File: src/rtl/hfc_pkg.sv
package hfc_pkg;
  parameter int ETW  = 16;
  parameter int VIDW = 12;
  parameter int MACW = 48;
  parameter int PROW = 8;
  parameter int IPW  = 32;
  parameter int PTW  = 16;
  parameter int INGW = 4;
  parameter int NCHK = 7;
  localparam int NSTG = NCHK + 1;
  localparam int SIDW = $clog2(NCHK + 1);

  typedef enum logic [1:0] {V_ACCEPT = 2'd0, V_DROP = 2'd1, V_MODIFY = 2'd2} verdict_e;

  typedef struct packed {
    logic [ETW-1:0]  etype;
    logic [VIDW-1:0] vid;
    logic [MACW-1:0] smac;
    logic [PROW-1:0] proto;
    logic [IPW-1:0]  sip;
    logic [IPW-1:0]  dip;
    logic [PTW-1:0]  dport;
    logic [INGW-1:0] ingress;
  } frame_t;

  typedef struct packed {
    logic [NCHK-1:0] en;
    logic [ETW-1:0]  etype;
    logic [VIDW-1:0] vid;
    logic [MACW-1:0] smac;
    logic [PROW-1:0] proto;
    logic [IPW-1:0]  dip_val;
    logic [IPW-1:0]  dip_mask;
    logic [PTW-1:0]  port_lo;
    logic [PTW-1:0]  port_hi;
    logic [IPW-1:0]  sip_val;
    logic [IPW-1:0]  sip_mask;
    logic            nat_en;
    logic [IPW-1:0]  nat_sip;
  } rule_t;

  typedef struct packed {
    logic            valid;
    logic            drop;
    logic [SIDW-1:0] cause;
    frame_t          f;
    rule_t           r;
  } pipe_t;
endpackage

File: src/rtl/hfc_check_stage.sv
module hfc_check_stage
  import hfc_pkg::*;
#(
  parameter int IDX = 0
) (
  input  logic  clk,
  input  logic  rst,
  input  logic  adv,
  input  pipe_t pi,
  output pipe_t po
);
  logic bad;

  if (IDX == 0) begin : g_etype
    assign bad = pi.f.etype != pi.r.etype;
  end else if (IDX == 1) begin : g_vlan
    assign bad = pi.f.vid != pi.r.vid;
  end else if (IDX == 2) begin : g_mac
    assign bad = pi.f.smac != pi.r.smac;
  end else if (IDX == 3) begin : g_proto
    assign bad = pi.f.proto != pi.r.proto;
  end else if (IDX == 4) begin : g_dip
    assign bad = (pi.f.dip & pi.r.dip_mask) != (pi.r.dip_val & pi.r.dip_mask);
  end else if (IDX == 5) begin : g_port
    assign bad = (pi.f.dport < pi.r.port_lo) || (pi.f.dport > pi.r.port_hi);
  end else if (IDX == 6) begin : g_spoof
    assign bad = (pi.f.sip & pi.r.sip_mask) != (pi.r.sip_val & pi.r.sip_mask);
  end else begin : g_none
    assign bad = 1'b0;
  end

  logic fail;
  assign fail = pi.valid && pi.r.en[IDX] && bad;

  always_ff @(posedge clk) begin
    if (rst) begin
      po <= '0;
    end else if (adv) begin
      po <= pi;
      if (!pi.drop && fail) begin
        po.drop  <= 1'b1;
        po.cause <= SIDW'(IDX + 1);
      end
    end
  end


  sticky_drop_chk: assert property (@(posedge clk) disable iff (rst)
    adv && pi.valid && pi.drop |=> po.drop && po.cause == $past(pi.cause));


  disabled_pass_chk: assert property (@(posedge clk) disable iff (rst)
    adv && pi.valid && !pi.drop && !pi.r.en[IDX] |=> !po.drop);
endmodule

File: src/rtl/hfc_rewrite_stage.sv
module hfc_rewrite_stage
  import hfc_pkg::*;
(
  input  logic            clk,
  input  logic            rst,
  input  logic            adv,
  input  pipe_t           pi,
  output logic            out_valid,
  output logic [1:0]      out_verdict,
  output logic [SIDW-1:0] out_cause,
  output logic [INGW-1:0] out_ingress,
  output logic [IPW-1:0]  out_sip
);
  always_ff @(posedge clk) begin
    if (rst) begin
      out_valid   <= 1'b0;
      out_verdict <= V_ACCEPT;
      out_cause   <= '0;
      out_ingress <= '0;
      out_sip     <= '0;
    end else if (adv) begin
      out_valid   <= pi.valid;
      out_cause   <= pi.cause;
      out_ingress <= pi.f.ingress;
      if (pi.drop) begin
        out_verdict <= V_DROP;
        out_sip     <= pi.f.sip;
      end else if (pi.r.nat_en) begin
        out_verdict <= V_MODIFY;
        out_sip     <= pi.r.nat_sip;
      end else begin
        out_verdict <= V_ACCEPT;
        out_sip     <= pi.f.sip;
      end
    end
  end


  nat_applied_chk: assert property (@(posedge clk) disable iff (rst)
    adv && pi.valid && !pi.drop && pi.r.nat_en |=>
      out_verdict == V_MODIFY && out_sip == $past(pi.r.nat_sip));


  cause_consistent_chk: assert property (@(posedge clk) disable iff (rst)
    out_valid |-> ((out_verdict == V_DROP) == (out_cause != '0)));


  verdict_legal_chk: assert property (@(posedge clk) disable iff (rst)
    out_valid |-> out_verdict != 2'd3);
endmodule

File: src/rtl/hfc_filter_chain.sv
module hfc_filter_chain
  import hfc_pkg::*;
(
  input  logic            clk,
  input  logic            rst,
  input  logic            in_valid,
  output logic            in_ready,
  input  logic [ETW-1:0]  fr_etype,
  input  logic [VIDW-1:0] fr_vid,
  input  logic [MACW-1:0] fr_smac,
  input  logic [PROW-1:0] fr_proto,
  input  logic [IPW-1:0]  fr_sip,
  input  logic [IPW-1:0]  fr_dip,
  input  logic [PTW-1:0]  fr_dport,
  input  logic [INGW-1:0] fr_ingress,
  input  logic [NCHK-1:0] rl_en,
  input  logic [ETW-1:0]  rl_etype,
  input  logic [VIDW-1:0] rl_vid,
  input  logic [MACW-1:0] rl_smac,
  input  logic [PROW-1:0] rl_proto,
  input  logic [IPW-1:0]  rl_dip_val,
  input  logic [IPW-1:0]  rl_dip_mask,
  input  logic [PTW-1:0]  rl_port_lo,
  input  logic [PTW-1:0]  rl_port_hi,
  input  logic [IPW-1:0]  rl_sip_val,
  input  logic [IPW-1:0]  rl_sip_mask,
  input  logic            rl_nat_en,
  input  logic [IPW-1:0]  rl_nat_sip,
  output logic            out_valid,
  input  logic            out_ready,
  output logic [1:0]      out_verdict,
  output logic [SIDW-1:0] out_cause,
  output logic [INGW-1:0] out_ingress,
  output logic [IPW-1:0]  out_sip
);
  pipe_t stg [NCHK+1];
  logic  adv;

  assign adv      = out_ready || !out_valid;
  assign in_ready = adv;

  always_comb begin
    stg[0].valid     = in_valid;
    stg[0].drop      = 1'b0;
    stg[0].cause     = '0;
    stg[0].f.etype   = fr_etype;
    stg[0].f.vid     = fr_vid;
    stg[0].f.smac    = fr_smac;
    stg[0].f.proto   = fr_proto;
    stg[0].f.sip     = fr_sip;
    stg[0].f.dip     = fr_dip;
    stg[0].f.dport   = fr_dport;
    stg[0].f.ingress = fr_ingress;
    stg[0].r.en       = rl_en;
    stg[0].r.etype    = rl_etype;
    stg[0].r.vid      = rl_vid;
    stg[0].r.smac     = rl_smac;
    stg[0].r.proto    = rl_proto;
    stg[0].r.dip_val  = rl_dip_val;
    stg[0].r.dip_mask = rl_dip_mask;
    stg[0].r.port_lo  = rl_port_lo;
    stg[0].r.port_hi  = rl_port_hi;
    stg[0].r.sip_val  = rl_sip_val;
    stg[0].r.sip_mask = rl_sip_mask;
    stg[0].r.nat_en   = rl_nat_en;
    stg[0].r.nat_sip  = rl_nat_sip;
  end

  for (genvar k = 0; k < NCHK; k++) begin : g_chk
    hfc_check_stage #(.IDX(k)) u_chk (
      .clk(clk), .rst(rst), .adv(adv), .pi(stg[k]), .po(stg[k+1])
    );
  end

  hfc_rewrite_stage u_rw (
    .clk(clk), .rst(rst), .adv(adv), .pi(stg[NCHK]),
    .out_valid(out_valid), .out_verdict(out_verdict), .out_cause(out_cause),
    .out_ingress(out_ingress), .out_sip(out_sip)
  );


  stall_hold_chk: assert property (@(posedge clk) disable iff (rst)
    out_valid && !out_ready |=> out_valid && $stable(out_verdict)
      && $stable(out_cause) && $stable(out_sip) && $stable(out_ingress));


  stall_block_chk: assert property (@(posedge clk) disable iff (rst)
    out_valid && !out_ready |-> !in_ready);
endmodule

File: config.mk
export PLATFORM = sky130hd
export DESIGN_NAME = hfc_filter_chain
export DESIGN_NICKNAME = d
export VERILOG_FILES = /design/src/rtl/hfc_pkg.sv /design/src/rtl/hfc_check_stage.sv /design/src/rtl/hfc_rewrite_stage.sv /design/src/rtl/hfc_filter_chain.sv
export SDC_FILE = /design/constraint.sdc
export NUM_CORES = 2
export LEC_CHECK = 0
export ABC_CLOCK_PERIOD_IN_PS = 2300
export BUFFER_PORTS_ARGS = -buffer_cell sky130_fd_sc_hd__clkbuf_2
export CAP_MARGIN = 20
export CORE_MARGIN = 2
export CORE_UTILIZATION = 40
export CTS_CLUSTER_SIZE = 25
export DETAILED_ROUTE_END_ITERATION = 10
export PLACE_DENSITY = 0.67
export SETUP_SLACK_MARGIN = 0.2
export SYNTH_ARGS = -nofsm -noshare
export SYNTH_HDL_FRONTEND = slang
export SYNTH_HIERARCHICAL = 1
export SYNTH_SLANG_ARGS = --single-unit
export TNS_END_PERCENT = 30
File: constraint.sdc
create_clock -name clk -period 2.3 [get_ports clk]
set_input_delay 0 -clock clk [delete_from_list [all_inputs] [get_ports clk]]
set_output_delay 0 -clock clk [all_outputs]
set_load 0.005 [all_outputs]
==> metrics <==
Flop pwr share 48.7%; CP Cell Sequence xnor2_1 > nand4_1 > nor4_2 > buf_4 > nand4_1 > a21oi_1 > nor3_1; routed len/inst 17.0 microns; crit path DAT 2.70 ns; share of cells above drive strength 1 13.5%; Die Span Y 420 microns; initial antenna violation count 35; sw frac 22.7%; part of the power in combinational logic 5.7%; Root Driver clkbuf_16; final hold vios 0; H-Tree Depth 4; clock share of power 45.5%; via count 48,879; HP Class input pin to register; RD Place Congestion 0.843; Skew-Pair Late Insertion Delay 0.84 ns; dpl cells 8,998; Port Buf Inserts 498; RSZ-0062 raised after global routing yes; Critical Path Max Stage Delay 0.35 ns; synth warn 6; maximum fanout along the worst path 3; WP data required 2.98 ns; Net Switching 15,700 uW; DR iter-0 viols 2,644; final setup vio count 0; Final Skew 0.0384 ns; Post-Synthesis Cells 6,510; Worst Max-Slew Pin Slew 1.03 ns; max_slew headroom 31.1%; final non-filler cell total 10,290; DRT Pass-1 Iters 5; VDD IR max 0.000676 V; Routed WL 175,000 microns; vias in the first global route 48,742; Area Growth Syn to Fin 30.2%; Core ar. 172,000 sq um; largest net degree at the start of global routing 101; Die W 420 microns; Max clock buf depth 3; final worst-path cycle share 87.8%; average size of a mapped cell 10.6 sq um; dpl hpwl 112,000 microns; f_max 495 MHz; number of routed nets with antenna violations 0; I/O pins 499; CP Capture Type register; Die ar. 176,000 sq um; Clock transition at path regs 0.06 ns; CTS tree done; Max Cap Viol 0; gr ovfl total 0; Vias/cell 4.75; total CTS buffers 191; synthesized area 69,100 sq um; power density of the placed cells 768 nW/um^2; fin nets 8,290; Final Slew Violations 0; Critical Path Start Type register; row cnt 152; Initial Util 40.3%; cell mode on critical path nand4_1; CP max stage cell nor4_2; P_leak 0.0490 uW; critical path class register to register; setup_tns 0 ns; worst hold slack 0.0591 ns; status complete, no violations; Int Pwr 53,400 uW; Clock Sinks 1,853; Final min period 2.02 ns; DRC viols 0; gr usage total 19.2%; first-pass GRT wire length 269,000 microns
[per-layer routing]
metal / track usage [%] / part of all wire (%)
met4: 9.20 / 4.4
met5: 0 / 0.049
met2: 33.4 / 49
met1: 22.9 / 43
met3: 3.28 / 3.7
[critical path: cells and delay by family, from the launching register on]
| family | cells | cell delay [ns] |
|---|---|---|
| simple gates | 4 | 0.79 |
| flops | 1 | 0.34 |
| xor+xnor | 1 | 0.34 |
| compound gates | 1 | 0.21 |
| buf+inv | 1 | 0.18 |
[worst paths after layout]
check / slack, ns / startpoint / endpoint / cells after the start
min: 0.06 / rl_port_lo[2] / g_chk[0].u_chk/po[115] / 4
max reg2reg: 0.28 / g_chk[1].u_chk/po[206] / g_chk[2].u_chk/po[453] / 7
min reg2reg: 0.45 / g_chk[6].u_chk/po[364] / u_rw/out_sip[28] / 2
max: 0.28 / g_chk[1].u_chk/po[206] / g_chk[2].u_chk/po[453] / 7
[area by class of cell]
| type | instances | area (sq um) |
|---|---|---|
| flip-flops and latches | 1853 | 37100 |
| clock inverters | 79 | 965 |
| multi-input cells | 4088 | 29000 |
| repair buffers | 1597 | 14100 |
| well taps | 2310 | 2890 |
| diodes | 22 | 55.1 |
| fillers | 14898 | 81600 |
| clock buffers | 269 | 5550 |
| inverters | 72 | 270 |
[flip-flops by register name, indices dropped and copies added (netlist names)]
signal	cells
u_rw/out_valid	1
u_rw/out_cause	3
g_chk.u_chk/po	1811
u_rw/out_verdict	2
u_rw/out_ingress	4
u_rw/out_sip	32
[placed cells by master (no fill, tap or decap), drive strengths merged, types with 9 or more instances in the layout]
cell	instances
a21oi	16
a22oi	32
a311oi	38
buf	195
bufinv	10
clkbuf	768
clkinv	53
dfxtp	1853
diode	22
dlygate4sd3	902
ha	31
inv	80
mux2i	1799
nand2	20
nand4	32
nor2	1817
nor4	12
nor4bb	31
o21ai	9
o21bai	34
xnor2	68
xor2	80
[power groups by stage]
stage	Combinational, uW	Clock (uW)	Sequential [uW]
after global routing	4340	33600	33800
after floorplan	1700	0	34100
after CTS	3910	32200	33700
after global placement	2590	0	34300
final	3960	31500	33700
after detailed placement	2670	0	34400
[stage by stage]
stage,cell area [sq um],utilization [%],worst slack (ns),total power [uW]
2_1_floorplan,69100,-,0.526,35800
3_3_place_gp,74000,43.2,0.189,36900
3_5_place_dp,74000,43.2,0.191,37000
4_1_cts,89700,52.3,0.189,69800
5_1_grt,90000,52.4,0.152,71700
6_report,90000,52.4,0.281,69100
[timing repair]
item                                    in CTS  in global routing
endpoints found under the setup margin       3                 31
gates cloned                                 1                  2
pin swaps                                    0                  1
setup buffers                                0                 14
endpoints found under the hold margin     1351                  0
gates resized for setup                      1                  6
hold buffers                               905                  0
(Power assumes the default switching activity.)
